## config.mk

```make
export PLATFORM = sky130hd
export DESIGN_NAME = desc_ring_walker
export DESIGN_NICKNAME = d
export VERILOG_FILES = /design/src/rtl/desc_ring_walker.sv
export SDC_FILE = /design/constraint.sdc
export NUM_CORES = 1
export LEC_CHECK = 0
export BUFFER_PORTS_ARGS = -buffer_cell sky130_fd_sc_hd__buf_4
export CORE_MARGIN = 4
export CORE_UTILIZATION = 43
export CTS_BUF_LIST = sky130_fd_sc_hd__clkbuf_16
export DETAILED_ROUTE_END_ITERATION = 8
export PLACE_DENSITY = 0.77
export SLEW_MARGIN = 20
export SYNTH_ARGS = -nofsm -noshare
export SYNTH_HDL_FRONTEND = slang
export SYNTH_SLANG_ARGS = --single-unit
```

## constraint.sdc

```tcl
create_clock -name clk -period 2.7 [get_ports clk]
set_input_delay 0.135 -clock clk [delete_from_list [all_inputs] [get_ports clk]]
set_output_delay 0.135 -clock clk [all_outputs]
set_load 0.005 [all_outputs]
```

## src/rtl/desc_ring_walker.sv

```systemverilog
module desc_ring_walker #(
  parameter int AW       = 32,
  parameter int IDXW     = 16,
  parameter int OWN_BIT  = 15,
  parameter int WRAP_BIT = 13,
  parameter int RESW     = 8
) (
  input  logic            clk,
  input  logic            rst_n,
  input  logic            enable,
  input  logic [AW-1:0]   base_addr,
  input  logic            kick,
  output logic            rd_req,
  output logic [AW-1:0]   rd_addr,
  input  logic            rd_valid,
  input  logic [63:0]     rd_data,
  output logic            wr_en,
  output logic [AW-1:0]   wr_addr,
  output logic [15:0]     wr_data,
  output logic            buf_valid,
  output logic [31:0]     buf_addr,
  output logic [15:0]     buf_len,
  input  logic            buf_ready,
  input  logic            buf_done,
  input  logic [RESW-1:0] buf_result,
  output logic            done,
  output logic            halted,
  output logic            align_err,
  output logic [IDXW-1:0] desc_idx
);

  localparam logic [15:0] KEEP_MASK = ~((16'h1 << OWN_BIT) | ((16'h1 << RESW) - 16'h1));

  typedef enum logic [2:0] {S_IDLE, S_FETCH, S_HAND, S_BUSY, S_WB, S_HALT} walk_t;

  walk_t          st;
  logic [AW-1:0]  base_q;
  logic [IDXW-1:0] idx;
  logic [15:0]    stat_q;
  logic [15:0]    len_q;
  logic [31:0]    ptr_q;
  logic           err_q;
  logic [AW-1:0]  cur_addr;

  assign cur_addr  = base_q + (AW'(idx) << 3);
  assign rd_req    = (st == S_FETCH);
  assign rd_addr   = cur_addr;
  assign wr_en     = (st == S_WB);
  assign wr_addr   = cur_addr;
  assign wr_data   = (stat_q & KEEP_MASK) | 16'(buf_result_q);
  assign buf_valid = (st == S_HAND);
  assign buf_addr  = ptr_q;
  assign buf_len   = len_q;
  assign done      = (st == S_WB);
  assign halted    = (st == S_HALT);
  assign align_err = err_q;
  assign desc_idx  = idx;

  logic [RESW-1:0] buf_result_q;

  always_ff @(posedge clk) begin
    if (!rst_n) begin
      st           <= S_IDLE;
      base_q       <= '0;
      idx          <= '0;
      stat_q       <= '0;
      len_q        <= '0;
      ptr_q        <= '0;
      err_q        <= 1'b0;
      buf_result_q <= '0;
    end else if (!enable) begin
      st    <= S_IDLE;
      idx   <= '0;
      err_q <= 1'b0;
    end else begin
      case (st)
        S_IDLE: begin
          base_q <= {base_addr[AW-1:3], 3'b000};
          err_q  <= |base_addr[2:0];
          idx    <= '0;
          st     <= S_FETCH;
        end
        S_FETCH: if (rd_valid) begin
          stat_q <= rd_data[63:48];
          len_q  <= rd_data[47:32];
          ptr_q  <= rd_data[31:0];
          st     <= rd_data[48+OWN_BIT] ? S_HAND : S_HALT;
        end
        S_HAND: if (buf_ready) st <= S_BUSY;
        S_BUSY: if (buf_done) begin
          buf_result_q <= buf_result;
          st           <= S_WB;
        end
        S_WB: begin
          idx <= stat_q[WRAP_BIT] ? '0 : idx + 1'b1;
          st  <= S_FETCH;
        end
        S_HALT: if (kick) st <= S_FETCH;
        default: st <= S_IDLE;
      endcase
    end
  end

endmodule

```

### Yosys cells after proc, flatten, opt, wreduce, memory -nomap -nowiden

Cells that the tools add are included.

| storage, ports and cells | value |
|---|---|
| flip-flop bits (word level) | 120 |

| operators by class | value |
|---|---|
| $add $sub $neg | 2 |
| reduce and logical (&&, ||, !) cells | 9 |
| multiplexer cells | 8 |
| bitwise logic cells | 1 |
| equal/unequal tests | 9 |

Operators with widths:

| kind | count |
|---|---|
| 32-bit by 19-bit adder with 32-bit output | 1 |
| 16-bit case mux with 2 select lines | 1 |
| 16-bit by 1-bit adder with 16-bit output, second input constant | 1 |
| 16-bit two-way mux | 1 |
| 3-bit two-way mux | 5 |
| 15-bit by 8-bit OR with 15-bit output | 1 |
| 3-bit case mux with 5 select lines | 1 |
| 3-bit by 2-bit == test with 1-bit output, second input constant | 2 |
| 3-bit == test, second input constant | 2 |
| 3-bit AND reduction | 2 |
| 2-bit by 1-bit inequality test with 1-bit output, second input constant | 2 |
| 2-bit inequality test, second input constant | 2 |
| 2-bit AND reduction | 2 |
| 4-bit AND reduction | 1 |
| 3-bit by 1-bit == test with 1-bit output, second input constant | 1 |
| 3-bit zero test | 1 |
| 3-bit OR reduction | 1 |
| 2-bit nonzero test | 1 |
| 2-bit OR reduction | 1 |

### Longest topological paths before layout

Gate-level depths: netlist of run 1.

| logic depth | value |
|---|---|
| word-level depth | 3 |
| mapped depth | 10 |
| gate-level depth less buffers | 9 |

### Worst setup path before layout of run 1

Ideal clock, no wire load.

| path | value |
|---|---|
| kind | register to output |
| start | reg idx[0] (netlist: desc_idx[0]) |
| end | out wr_addr[27] |
| cell stages (with the launch flop) | 11 |
| data arrival time | 2,519 ps |
| path slack | 46 ps |
| cell sequence | dfxtp_1 -> ha_1 -> fa_1 -> a211oi_1 -> o21a_1 -> o22ai_2 -> a41o_2 -> a31oi_4 -> nor4_1 -> xor2_1 -> buf_4 |

| on the way | value |
|---|---|
| longest elaborated chain between the ends | 1 |

Ends and longest elaborated chain:

| item | line | source |
|---|---|---|
| start, declared | 38 | `logic [IDXW-1:0] idx;` |
| start signal, assigned | 95 | `idx <= stat_q[WRAP_BIT] ? '0 : idx + 1'b1;` |
| 32-bit by 19-bit adder with 32-bit output | 45 | `assign cur_addr = base_q + (AW'(idx) << 3);` |
| end, declared | 18 | `output logic [AW-1:0] wr_addr,` |

No other way between the ends.

### Final worst setup path of run 1

| path | value |
|---|---|
| start | reg idx[1] (netlist: desc_idx[1]) |
| end | out rd_addr[17] |

| on the way | value |
|---|---|
| longest elaborated chain between the ends | 1 |

Ends and longest elaborated chain:

| item | line | source |
|---|---|---|
| 32-bit by 19-bit adder with 32-bit output | 45 |  |
| end, declared | 14 | `output logic [AW-1:0] rd_addr,` |

No other way between the ends.

==> results of run 1 <==
-- metrics by stage --
stage / hold WS (ns) / instances / total power, mW
final: 0.03102 / 1113 / 3.473
after global routing: 0.01890 / 1113 / 3.637
after CTS: 0.01481 / 1107 / 3.508
after detailed placement: 0.3965 / 1085 / 2.217
after global placement: 0.3887 / 1085 / 2.210
after floorplan: 0.2799 / 714 / 1.988
-- worst paths after layout --
kind                                                start                        end  slack (ns)  cells past startpoint
worst max-delay path             desc_idx[1]$_SDFFE_PN0P_                rd_addr[17]       -0.19                     11
worst min-delay path                          rd_data[30]  buf_addr[30]$_SDFFE_PN0P_        0.03                      3
worst max register to register   desc_idx[1]$_SDFFE_PN0P_  desc_idx[14]$_SDFFE_PN0P_        0.45                     10
worst min register to register  buf_addr[14]$_SDFFE_PN0P_  buf_addr[14]$_SDFFE_PN0P_        0.47                      2
-- sequential cells by signal, summed over array words and instances (netlist names) --
register / cells
buf_len: 16
stat_q: 7
st: 3
align_err: 1
buf_addr: 32
base_q: 29
buf_result_q: 8
desc_idx: 16
-- layout make-up --
cell class              instances  area (um2)  share of cell area
well taps                     172       215.2             0.02641
repair buffers                285        2181              0.2677
clock inverters                 6       48.80            0.005989
multi-input cells             521        3198              0.3925
flip-flops and latches        112        2250              0.2761
clock buffers                   9       225.2             0.02764
inverters                       8       30.03            0.003686
-- worst min-delay path, stage by stage --
cell and delay, ns:
sky130_fd_sc_hd__buf_4 0.11, sky130_fd_sc_hd__nand2_1 0.04, sky130_fd_sc_hd__a21boi_0 0.06
-- routing by layer --
| layer | routed length [um] | vias to the layer above | share of wire | GRT usage |
|---|---|---|---|---|
| met2 | 8117 | 231 | 0.49 | 0.3669 |
| met3 | 1713 | 10 | 0.10 | 0.08802 |
| met5 | 0 | - | 0 | 0 |
| li1 | - | 2805 | - | - |
| met1 | 6702 | 2598 | 0.40 | 0.2495 |
| met4 | 97 | 0 | 0.0058 | 0.04619 |
-- power by group --
| group | total (mW) | switching [mW] | leakage [nW] | internal [mW] |
|---|---|---|---|---|
| logic | 0.460 | 0.200 | 2.62 | 0.260 |
| clock network | 1.28 | 0.644 | 0.137 | 0.636 |
| registers | 1.73 | 0.0376 | 0.912 | 1.70 |
| total | 3.47 | 0.881 | 3.67 | 2.59 |
-- timing repair --
item / 4_1_cts / 5_1_grt
endpoints found under the setup margin: 32 / 36
resized for setup: 33 / 11
setup buffers: 7 / 6
pin swaps: 27 / 16
-- cells in the mapped netlist, types with 2 or more instances --
cell type,instances
sky130_fd_sc_hd__a31oi_1,4
sky130_fd_sc_hd__a22oi_1,3
sky130_fd_sc_hd__buf_4,38
sky130_fd_sc_hd__nand3_1,12
sky130_fd_sc_hd__ha_1,17
sky130_fd_sc_hd__nor2b_1,10
sky130_fd_sc_hd__a21oi_1,28
sky130_fd_sc_hd__xnor2_1,13
sky130_fd_sc_hd__mux2i_1,8
sky130_fd_sc_hd__o21bai_1,2
sky130_fd_sc_hd__xor2_1,12
sky130_fd_sc_hd__buf_6,2
sky130_fd_sc_hd__a211oi_1,5
sky130_fd_sc_hd__o21a_1,2
sky130_fd_sc_hd__a311oi_1,5
sky130_fd_sc_hd__a21bo_2,2
sky130_fd_sc_hd__a21o_1,6
sky130_fd_sc_hd__and3_1,12
sky130_fd_sc_hd__nor2_1,40
sky130_fd_sc_hd__nor4_1,4
sky130_fd_sc_hd__inv_1,8
sky130_fd_sc_hd__a21boi_0,84
sky130_fd_sc_hd__clkbuf_1,31
sky130_fd_sc_hd__dfxtp_1,112
sky130_fd_sc_hd__nand2_1,196
sky130_fd_sc_hd__o21ai_0,16
sky130_fd_sc_hd__nand4_1,7
sky130_fd_sc_hd__and2_1,2
sky130_fd_sc_hd__nor3_1,8
-- kinds of logic (layout without fill, tap and decap cells) --
logic type | after synthesis | in the layout | synth area share
and+or+nand+nor | 295 | 295 | 0.2174
AOI/OAI and AO/OA | 168 | 168 | 0.2103
DFF | 112 | 112 | 0.3959
buffers and inverters | 81 | 308 | 0.08175
xor gates and xnor gates | 25 | 25 | 0.03867
adders and majority gates | 18 | 18 | 0.04110
muxes | 8 | 8 | 0.01414
other | 1 | 7 | 0.0006622
==> flow_metrics.env, run 1 <==
export IMPL_total_leakage_power_nw=3.673
export IMPL_critical_path_max_fanout=2
export IMPL_critical_path_n_buffers_inverters=3
export IMPL_timing_final_setup_violations=26
export IMPL_timing_final_crit_period_ns=2.887
export IMPL_critical_path_slowest_cell="sky130_fd_sc_hd__fa_2"
export IMPL_post_route_util=0.6379
export IMPL_drv_slew=0
export IMPL_post_dp_cell_area_um2=7541
export IMPL_synthDominantCellAreaShare=0.3959
export IMPL_h_tree_depth=3
export IMPL_yosys_register_bits=112
export IMPL_startpoint_type="register"
export IMPL_ys_async_sr_fraction=0
export IMPL_holdCritPathClass="primary input to register"
export IMPL_post_drt_via_cell_ratio=5.071
export IMPL_flow_area_growth_from_synthesis_pct=43.88
export IMPL_grt_overflow=0
export IMPL_clk_pin_slew_worst_paths_ns=0.08
export IMPL_timing_critical_path_arrival_ns=2.75
export IMPL_num_io_pins=261
export IMPL_fin_skew_ns=0.005784
export IMPL_die_area_um2=15070
export IMPL_grt_max_degree=93
export IMPL_mostFrequentLayoutCell="sky130_fd_sc_hd__buf_4"
export IMPL_diodes=0
export IMPL_drcViolationCount=0
export IMPL_design_final_nets=1066
export IMPL_slowest_delay_ns=0.40
export IMPL_top_cells_by_area_synth="sky130_fd_sc_hd__dfxtp_1 (40%), sky130_fd_sc_hd__nand2_1 (13%), sky130_fd_sc_hd__a21boi_0 (11%)"
export IMPL_first_pass_grt_wire_length_um=25780
export IMPL_final_hold_vio_count=0
export IMPL_yosysSeqAreaShare=0.3959
export IMPL_grt_pass1_vias=5297
export IMPL_cts_tree="yes"
export IMPL_dominantRegCellSynth="sky130_fd_sc_hd__dfxtp_1"
export IMPL_synth_cells=708
export IMPL_slew_headroom=0.4535
export IMPL_cp_required_ns=2.57
export IMPL_timing_fmax_mhz=346.3
export IMPL_crit_path_cell_trace="buf_4 -> fa_2 -> a211oi_2 -> o21a_1 -> o22ai_2 -> a41o_2 -> buf_4 -> a21o_1 -> a21oi_2 -> xnor2_2 -> buf_4"
export IMPL_most_frequent_cells_in_the_layout="sky130_fd_sc_hd__buf_4 (281), sky130_fd_sc_hd__nand2_1 (195), sky130_fd_sc_hd__dfxtp_1 (106)"
export IMPL_postRouteWirelength_um=16630
export IMPL_dr_total_vias=5644
export IMPL_type_of_element_capturing_the_critical_path="output pin"
export IMPL_cell_at_the_root_of_the_clock_tree="sky130_fd_sc_hd__clkbuf_16"
export IMPL_number_of_antenna_violations_at_the_first_check_in_global_routing=0
export IMPL_timing_critical_path_max_delay_family="compound AO/OA/AOI/OAI gates"
export IMPL_worstSetupPathType="register to output pin"
export IMPL_antenna_left=0
export IMPL_cts_sinks=112
export IMPL_post_drt_wl_per_cell_um=14.94
export IMPL_die_h_um=122.8
export IMPL_cts_made_buffers=9
export IMPL_final_design_area_no_fill_um2=8148
export IMPL_routabilityCongestion=0.9358
export IMPL_portBuffers=245
export IMPL_grt_total_usage=0.2137
export IMPL_dpl_hpwl_um=11840
export IMPL_cts_root_to_sink_buffers=2
export IMPL_total_negative_setup_slacks_ns=-3.353
export IMPL_std_cell_rows=41
export IMPL_power_ir_vdd_worst_v=0.0004341
export IMPL_final_period_utilization=1.069
export IMPL_cts_hold_fix_buffers=0
export IMPL_cap_viol_max_count=0
export IMPL_synth_cell_area_um2=5663
export IMPL_clkLatencyLatePin_ns=0.35
export IMPL_pwr_density_nw_per_um2=426.3
export IMPL_syn_area_per_cell_um2=7.998
export IMPL_core_um2=12770
export IMPL_rsz0062_at_grt="yes"
export IMPL_crit_top_cell="sky130_fd_sc_hd__buf_4"
export IMPL_synth_edf_count=0
export IMPL_drc_marker_count_from_the_first_detailed_route_iteration=318
export IMPL_chipWidth_um=122.8
export IMPL_final_ws_setup_ns=-0.1874
export IMPL_synth_warnings=0
export IMPL_pre_cts_ws_ns=-0.03246
export IMPL_initial_cell_density_of_the_core=0.4433
export IMPL_fillers=1160
export IMPL_pin_slew_with_the_least_headroom_to_its_limit_ns=0.8198
export IMPL_violations_in_the_final_reports="setup timing"
export IMPL_synth_largest_area_cell="sky130_fd_sc_hd__dfxtp_1"
export IMPL_run_status="finished with violations"
export IMPL_detail_route_first_pass_iterations=4
export IMPL_yosysUniqueCellTypes=48
export IMPL_drive_gt1_frac=0.3624
No activity file was read; power rests on OpenSTA's default activity.
==> run 2, diff against run 1 <==
ABC_AREA = 1   (was default)
CORE_UTILIZATION = 44   (was 43)
PLACE_DENSITY = 0.78   (was 0.77)
==> flow_metrics.env, run 2 <==
export IMPL_yosys_cell_count_top_type="sky130_fd_sc_hd__nand2_1"
export IMPL_post_drt_wl_per_cell_um=14.02
export IMPL_grt_max_degree=56
export IMPL_core_um2=13450
export IMPL_yosysUniqueCellTypes=30
export IMPL_regToRegEndpoint="buf_addr[5]$_SDFFE_PN0P_"
export IMPL_crit_top_cell="sky130_fd_sc_hd__nand2_1"
export IMPL_synth_top_cells_by_count="sky130_fd_sc_hd__nand2_1 (229), sky130_fd_sc_hd__nor2_1 (171), sky130_fd_sc_hd__dfxtp_1 (112), sky130_fd_sc_hd__inv_1 (101), sky130_fd_sc_hd__o21ai_0 (86)"
export IMPL_timing_final_crit_period_ns=2.471
export IMPL_drc_marker_count_from_the_first_detailed_route_iteration=340
export IMPL_critical_path_slowest_cell="sky130_fd_sc_hd__dfxtp_1"
export IMPL_design_final_nets=1324
export IMPL_crit_path_cell_trace="ha_1 -> nand2_1 -> nor2_1 -> nand3_1 -> nand3_1 -> nand2_1 -> nand2_1 -> nand2_1 -> nand2_1 -> buf_4"
export IMPL_grt_total_usage=0.2363
export IMPL_routabilityCongestion=0.8739
export IMPL_startpoint_type="register"
export IMPL_drive_gt1_frac=0.2283
export IMPL_total_negative_setup_slacks_ns=0
export IMPL_synth_largest_area_cell="sky130_fd_sc_hd__dfxtp_1"
export IMPL_antenna_left=0
export IMPL_rsz0062_at_grt="no"
export IMPL_pre_cts_ws_ns=0.5183
export IMPL_final_hold_vio_count=0
export IMPL_cts_made_buffers=9
export IMPL_cts_tree="yes"
export IMPL_number_of_antenna_violations_at_the_first_check_in_global_routing=0
export IMPL_timing_final_setup_violations=0
export IMPL_first_pass_grt_wire_length_um=31170
export IMPL_largest_register_ff_count=32
export IMPL_detail_route_first_pass_iterations=5
export IMPL_std_cell_rows=42
export IMPL_num_io_pins=261
export IMPL_flow_area_growth_from_synthesis_pct=39.34
export IMPL_worst_hold_path_endpoint="buf_addr[18]$_SDFFE_PN0P_"
export IMPL_dr_total_vias=6769
export IMPL_h_tree_depth=3
export IMPL_ff_latch_area_um2=2242
export IMPL_drcViolationCount=0
export IMPL_top_usage_layer="met2"
export IMPL_total_leakage_power_nw=4.426
export IMPL_initial_cell_density_of_the_core=0.4565
export IMPL_hold_start="rd_data[18]"
export IMPL_dpl_hpwl_um=14330
export IMPL_synth_edf_count=0
export IMPL_worstSetupPathType="register to output pin"
export IMPL_top_cells_by_area_synth="sky130_fd_sc_hd__dfxtp_1 (37%), sky130_fd_sc_hd__nand2_1 (14%), sky130_fd_sc_hd__nor2_1 (10%)"
export IMPL_yosys_register_bits=112
export IMPL_post_drt_via_cell_ratio=4.919
export IMPL_area_used_by_multi_input_combinational_logic_um2=3118
export IMPL_synth_cells=955
export IMPL_diodes=0
export IMPL_holdPathStages=3
export IMPL_cts_sinks=112
export IMPL_drv_slew=0
export IMPL_grt_pass1_vias=6515
export IMPL_synthDominantCellAreaShare=0.3651
export IMPL_pin_slew_with_the_least_headroom_to_its_limit_ns=0.9582
export IMPL_mostFrequentLayoutCell="sky130_fd_sc_hd__buf_4"
export IMPL_die_area_um2=15910
export IMPL_most_frequent_cells_in_the_layout="sky130_fd_sc_hd__buf_4 (248), sky130_fd_sc_hd__nand2_1 (229), sky130_fd_sc_hd__nor2_1 (171)"
export IMPL_power_ir_vdd_worst_v=0.0004283
export IMPL_globalRouteMet2Util=0.4041
export IMPL_met3_track_demand_over_resource_in_global_routing=0.08171
export IMPL_cp_required_ns=2.57
export IMPL_timing_fmax_mhz=404.6
export IMPL_clk_pin_slew_worst_paths_ns=0.08
export IMPL_syn_area_per_cell_um2=6.430
export IMPL_post_route_util=0.6361
export IMPL_cts_root_to_sink_buffers=2
export IMPL_pwr_density_nw_per_um2=431.5
export IMPL_grt_use_met1=0.2740
export IMPL_r2r_worst_path_cells=8
export IMPL_dominantRegCellSynth="sky130_fd_sc_hd__dfxtp_1"
export IMPL_synth_cell_area_um2=6141
export IMPL_portBuffers=245
export IMPL_postRouteWirelength_um=19290
export IMPL_final_period_utilization=0.9153
export IMPL_worst_r2r_startpoint="st[2]$_SDFFE_PN0P_"
export IMPL_chipWidth_um=126.1
export IMPL_clkLatencyLatePin_ns=0.36
export IMPL_holdCritPathClass="primary input to register"
export IMPL_fillers=1263
export IMPL_grt_overflow=0
export IMPL_type_of_element_capturing_the_critical_path="output pin"
export IMPL_yosysSeqAreaShare=0.3651
export IMPL_fin_skew_ns=0.01047
export IMPL_final_ws_setup_ns=0.2286
export IMPL_slowest_delay_ns=0.41
export IMPL_timing_critical_path_arrival_ns=2.34
export IMPL_ys_async_sr_fraction=0
export IMPL_reg2reg_setup_slack_ns=0.86
export IMPL_cap_viol_max_count=0
export IMPL_critical_path_max_fanout=9
export IMPL_die_h_um=126.1
export IMPL_run_status="completed"
export IMPL_cell_at_the_root_of_the_clock_tree="sky130_fd_sc_hd__clkbuf_16"
export IMPL_synth_warnings=0
export IMPL_slew_headroom=0.3612
==> run 2: repair_timing <==
item,CTS,global route
hold buffers,42,0
resized for setup,0,2
setup endpoints to repair,0,11
hold endpoints to repair,42,0
buffers inserted,0,0
==> run 2: how the worst max path moves through the flow <==
| stage | start | end |
|---|---|---|
| 2_1_floorplan | desc_idx[0]$_SDFFE_PN0P_ | wr_addr[23] |
| 3_3_place_gp | desc_idx[0]$_SDFFE_PN0P_ | rd_addr[31] |
| 3_5_place_dp | desc_idx[0]$_SDFFE_PN0P_ | wr_addr[31] |
| 4_1_cts | desc_idx[0]$_SDFFE_PN0P_ | wr_addr[31] |
| 5_1_grt | desc_idx[0]$_SDFFE_PN0P_ | wr_addr[31] |
| 6_report | desc_idx[9]$_SDFFE_PN0P_ | rd_addr[21] |
==> run 2: routing by layer <==
layer / share of wire / up-vias
met5: 0 / -
li1: - / 3450
met1: 0.40 / 3032
met3: 0.090 / 38
met2: 0.48 / 249
met4: 0.028 / 0
==> run 2: final cells by class <==
type,instances,share of cell area
Sequential cell,112,0.2620
Clock inverter,7,0.008773
Timing Repair Buffer,290,0.2667
Inverter,105,0.04606
Multi-Input combinational cell,677,0.3644
Clock buffer,9,0.02632
Tap cell,176,0.02573
==> run 2: report_power, final <==
group,switching [mW],internal (mW),leakage [nW],total (mW)
logic,0.267,0.320,3.37,0.586
clock network,0.685,0.655,0.143,1.34
registers,0.0497,1.72,0.912,1.77
total,1.00,2.69,4.43,3.69
==> run 2: critical path: cells and delay by family (launching register included) <==
| family | cells | cell delay (ns) |
|---|---|---|
| fa+ha+maj | 1 | 0.41 |
| buf+inv | 1 | 0.11 |
| flops | 1 | 0.41 |
| simple gates | 8 | 1.05 |
==> run 2: logic make-up after synthesis <==
logic type,count (synthesis),synth area share
buffers and inverters,172,0.1320
other,1,0.0006107
XOR/XNOR,12,0.01711
AND/OR/NAND/NOR,487,0.3193
adder cells (fa/ha/maj),18,0.03790
flip-flops,112,0.3651
AO/OA/AOI/OAI,153,0.1280
==> run 2: stage by stage <==
step,total power [mW],std cells,area [um2],hold WS (ns)
after global routing,3.849,1376,8557,0.01599
final,3.692,1376,8557,0.01452
after detailed placement,2.336,1318,7829,0.3617
after CTS,3.720,1376,8549,0.0004794
after floorplan,2.065,961,6163,0.2699
after global placement,2.328,1318,7829,0.3544
==> run 3, diff against run 2 <==
CORE_UTILIZATION = 45   (was 44)
CTS_BUF_LIST = sky130_fd_sc_hd__clkbuf_8   (was sky130_fd_sc_hd__clkbuf_16)
PLACE_DENSITY = 0.79   (was 0.78)
==> flow_metrics.env, run 3 (synthesized netlist as in run 2, its figures left out) <==
export IMPL_run_status="completed"
export IMPL_routabilityCongestion=0.8898
export IMPL_most_frequent_cells_in_the_layout="sky130_fd_sc_hd__buf_4 (249), sky130_fd_sc_hd__nand2_1 (229), sky130_fd_sc_hd__nor2_1 (171)"
export IMPL_drcViolationCount=0
export IMPL_cts_root_to_sink_buffers=2
export IMPL_fillers=1173
export IMPL_ff_latch_area_um2=2242
export IMPL_design_final_nets=1345
export IMPL_post_drt_via_cell_ratio=4.885
export IMPL_cp_required_ns=2.57
export IMPL_startpoint_type="register"
export IMPL_final_period_utilization=0.9133
export IMPL_pin_slew_with_the_least_headroom_to_its_limit_ns=0.9579
export IMPL_std_cell_rows=42
export IMPL_number_of_antenna_violations_at_the_first_check_in_global_routing=0
export IMPL_initial_cell_density_of_the_core=0.4619
export IMPL_cell_at_the_root_of_the_clock_tree="sky130_fd_sc_hd__clkbuf_8"
export IMPL_final_hold_vio_count=0
export IMPL_antenna_left=0
export IMPL_total_negative_setup_slacks_ns=0
export IMPL_grt_pass1_vias=6605
export IMPL_timing_final_setup_violations=0
export IMPL_timing_critical_path_arrival_ns=2.33
export IMPL_num_io_pins=261
export IMPL_first_pass_grt_wire_length_um=31770
export IMPL_dpl_hpwl_um=14140
export IMPL_total_leakage_power_nw=4.493
export IMPL_diodes=0
export IMPL_h_tree_depth=3
export IMPL_grt_max_degree=66
export IMPL_post_route_util=0.6554
export IMPL_grt_overflow=0
export IMPL_rsz0062_at_grt="no"
export IMPL_power_ir_vdd_worst_v=0.0004386
export IMPL_chipWidth_um=124.8
export IMPL_area_used_by_multi_input_combinational_logic_um2=3131
export IMPL_post_cts_setup_buffer_count=0
export IMPL_reg2reg_setup_slack_ns=0.92
export IMPL_holdPathStages=3
export IMPL_cts_made_buffers=9
export IMPL_clkLatencyLatePin_ns=0.38
export IMPL_cts_tree="yes"
export IMPL_core_um2=13300
export IMPL_dr_total_vias=6824
export IMPL_clk_pin_slew_worst_paths_ns=0.12
export IMPL_drv_slew=0
export IMPL_slew_headroom=0.3605
export IMPL_holdCritPathClass="primary input to register"
export IMPL_drive_gt1_frac=0.2277
export IMPL_critical_path_max_fanout=4
export IMPL_timing_final_crit_period_ns=2.466
export IMPL_mostFrequentLayoutCell="sky130_fd_sc_hd__buf_4"
export IMPL_postRouteWirelength_um=19800
export IMPL_cap_viol_max_count=0
export IMPL_worstSetupPathType="register to output pin"
export IMPL_r2r_worst_path_cells=8
export IMPL_post_drt_wl_per_cell_um=14.18
export IMPL_cts_sinks=112
export IMPL_detail_route_first_pass_iterations=5
export IMPL_die_area_um2=15580
export IMPL_flow_area_growth_from_synthesis_pct=41.89
export IMPL_drc_marker_count_from_the_first_detailed_route_iteration=403
export IMPL_grt_total_usage=0.2449
export IMPL_portBuffers=245
export IMPL_type_of_element_capturing_the_critical_path="output pin"
export IMPL_fin_skew_ns=0.01167
export IMPL_die_h_um=124.8
export IMPL_pwr_density_nw_per_um2=407.5
export IMPL_timing_fmax_mhz=405.5
export IMPL_largest_register_ff_count=32
run 3: timing repair:
item / in CTS / in global routing
hold endpoints to repair: 62 / 0
setup endpoints to repair: 0 / 16
resized for setup: 0 / 4
hold buffers: 62 / 0
run 3: critical path, stage by stage (launching register included):
cell and delay (ns):
sky130_fd_sc_hd__dfxtp_1 0.36, sky130_fd_sc_hd__ha_1 0.27, sky130_fd_sc_hd__fa_2 0.40, sky130_fd_sc_hd__nand3_1 0.11, sky130_fd_sc_hd__nand3_2 0.11, sky130_fd_sc_hd__nand2_1 0.08, sky130_fd_sc_hd__nand2_1 0.12, sky130_fd_sc_hd__nand2_1 0.11
sky130_fd_sc_hd__nand2_1 0.07, sky130_fd_sc_hd__nand3_1 0.07, sky130_fd_sc_hd__nand2_1 0.09, sky130_fd_sc_hd__buf_4 0.15
run 3: final cells by class:
| class | instances | share of cell area |
|---|---|---|
| well taps | 176 | 0.02527 |
| clock inverters | 7 | 0.01292 |
| flip-flops and latches | 112 | 0.2573 |
| repair buffers | 311 | 0.2858 |
| multi-input cells | 677 | 0.3593 |
| inverters | 105 | 0.04523 |
| clock buffers | 9 | 0.01422 |
run 3: worst paths after layout:
check / from / end
worst min register to register: base_q[16]$_SDFFE_PN0P_ / base_q[16]$_SDFFE_PN0P_
worst max-delay path: desc_idx[0]$_SDFFE_PN0P_ / rd_addr[27]
worst max register to register: st[2]$_SDFFE_PN0P_ / buf_addr[6]$_SDFFE_PN0P_
worst min-delay path: buf_result[5] / buf_result_q[5]$_SDFFE_PN0P_
run 3: metal layers:
| layer | vias up | GRT usage | routed length [um] |
|---|---|---|---|
| li1 | 3498 | - | - |
| met1 | 3054 | 0.2816 | 7977 |
| met2 | 237 | 0.4218 | 9462 |
| met3 | 35 | 0.09048 | 1779 |
| met4 | 0 | 0.07908 | 585 |
| met5 | - | 0 | 0 |
run 3: stage by stage:
step / hold WS (ns) / worst slack, ns / power (mW) / area [um2] / std cells
6_report: 0.02151 / 0.2342 / 3.550 / 8713 / 1397
5_1_grt: 0.01080 / 0.006926 / 3.699 / 8713 / 1397
4_1_cts: 0.005177 / 0.02063 / 3.571 / 8693 / 1397
3_5_place_dp: 0.3610 / 0.4672 / 2.338 / 7836 / 1319
3_3_place_gp: 0.3550 / 0.5089 / 2.329 / 7836 / 1319
2_1_floorplan: 0.2699 / 0.7875 / 2.065 / 6163 / 961
run 3: where the power goes:
| part | internal, mW | switching [mW] |
|---|---|---|
| logic | 0.340 | 0.276 |
| clock network | 0.542 | 0.624 |
| registers | 1.72 | 0.0504 |
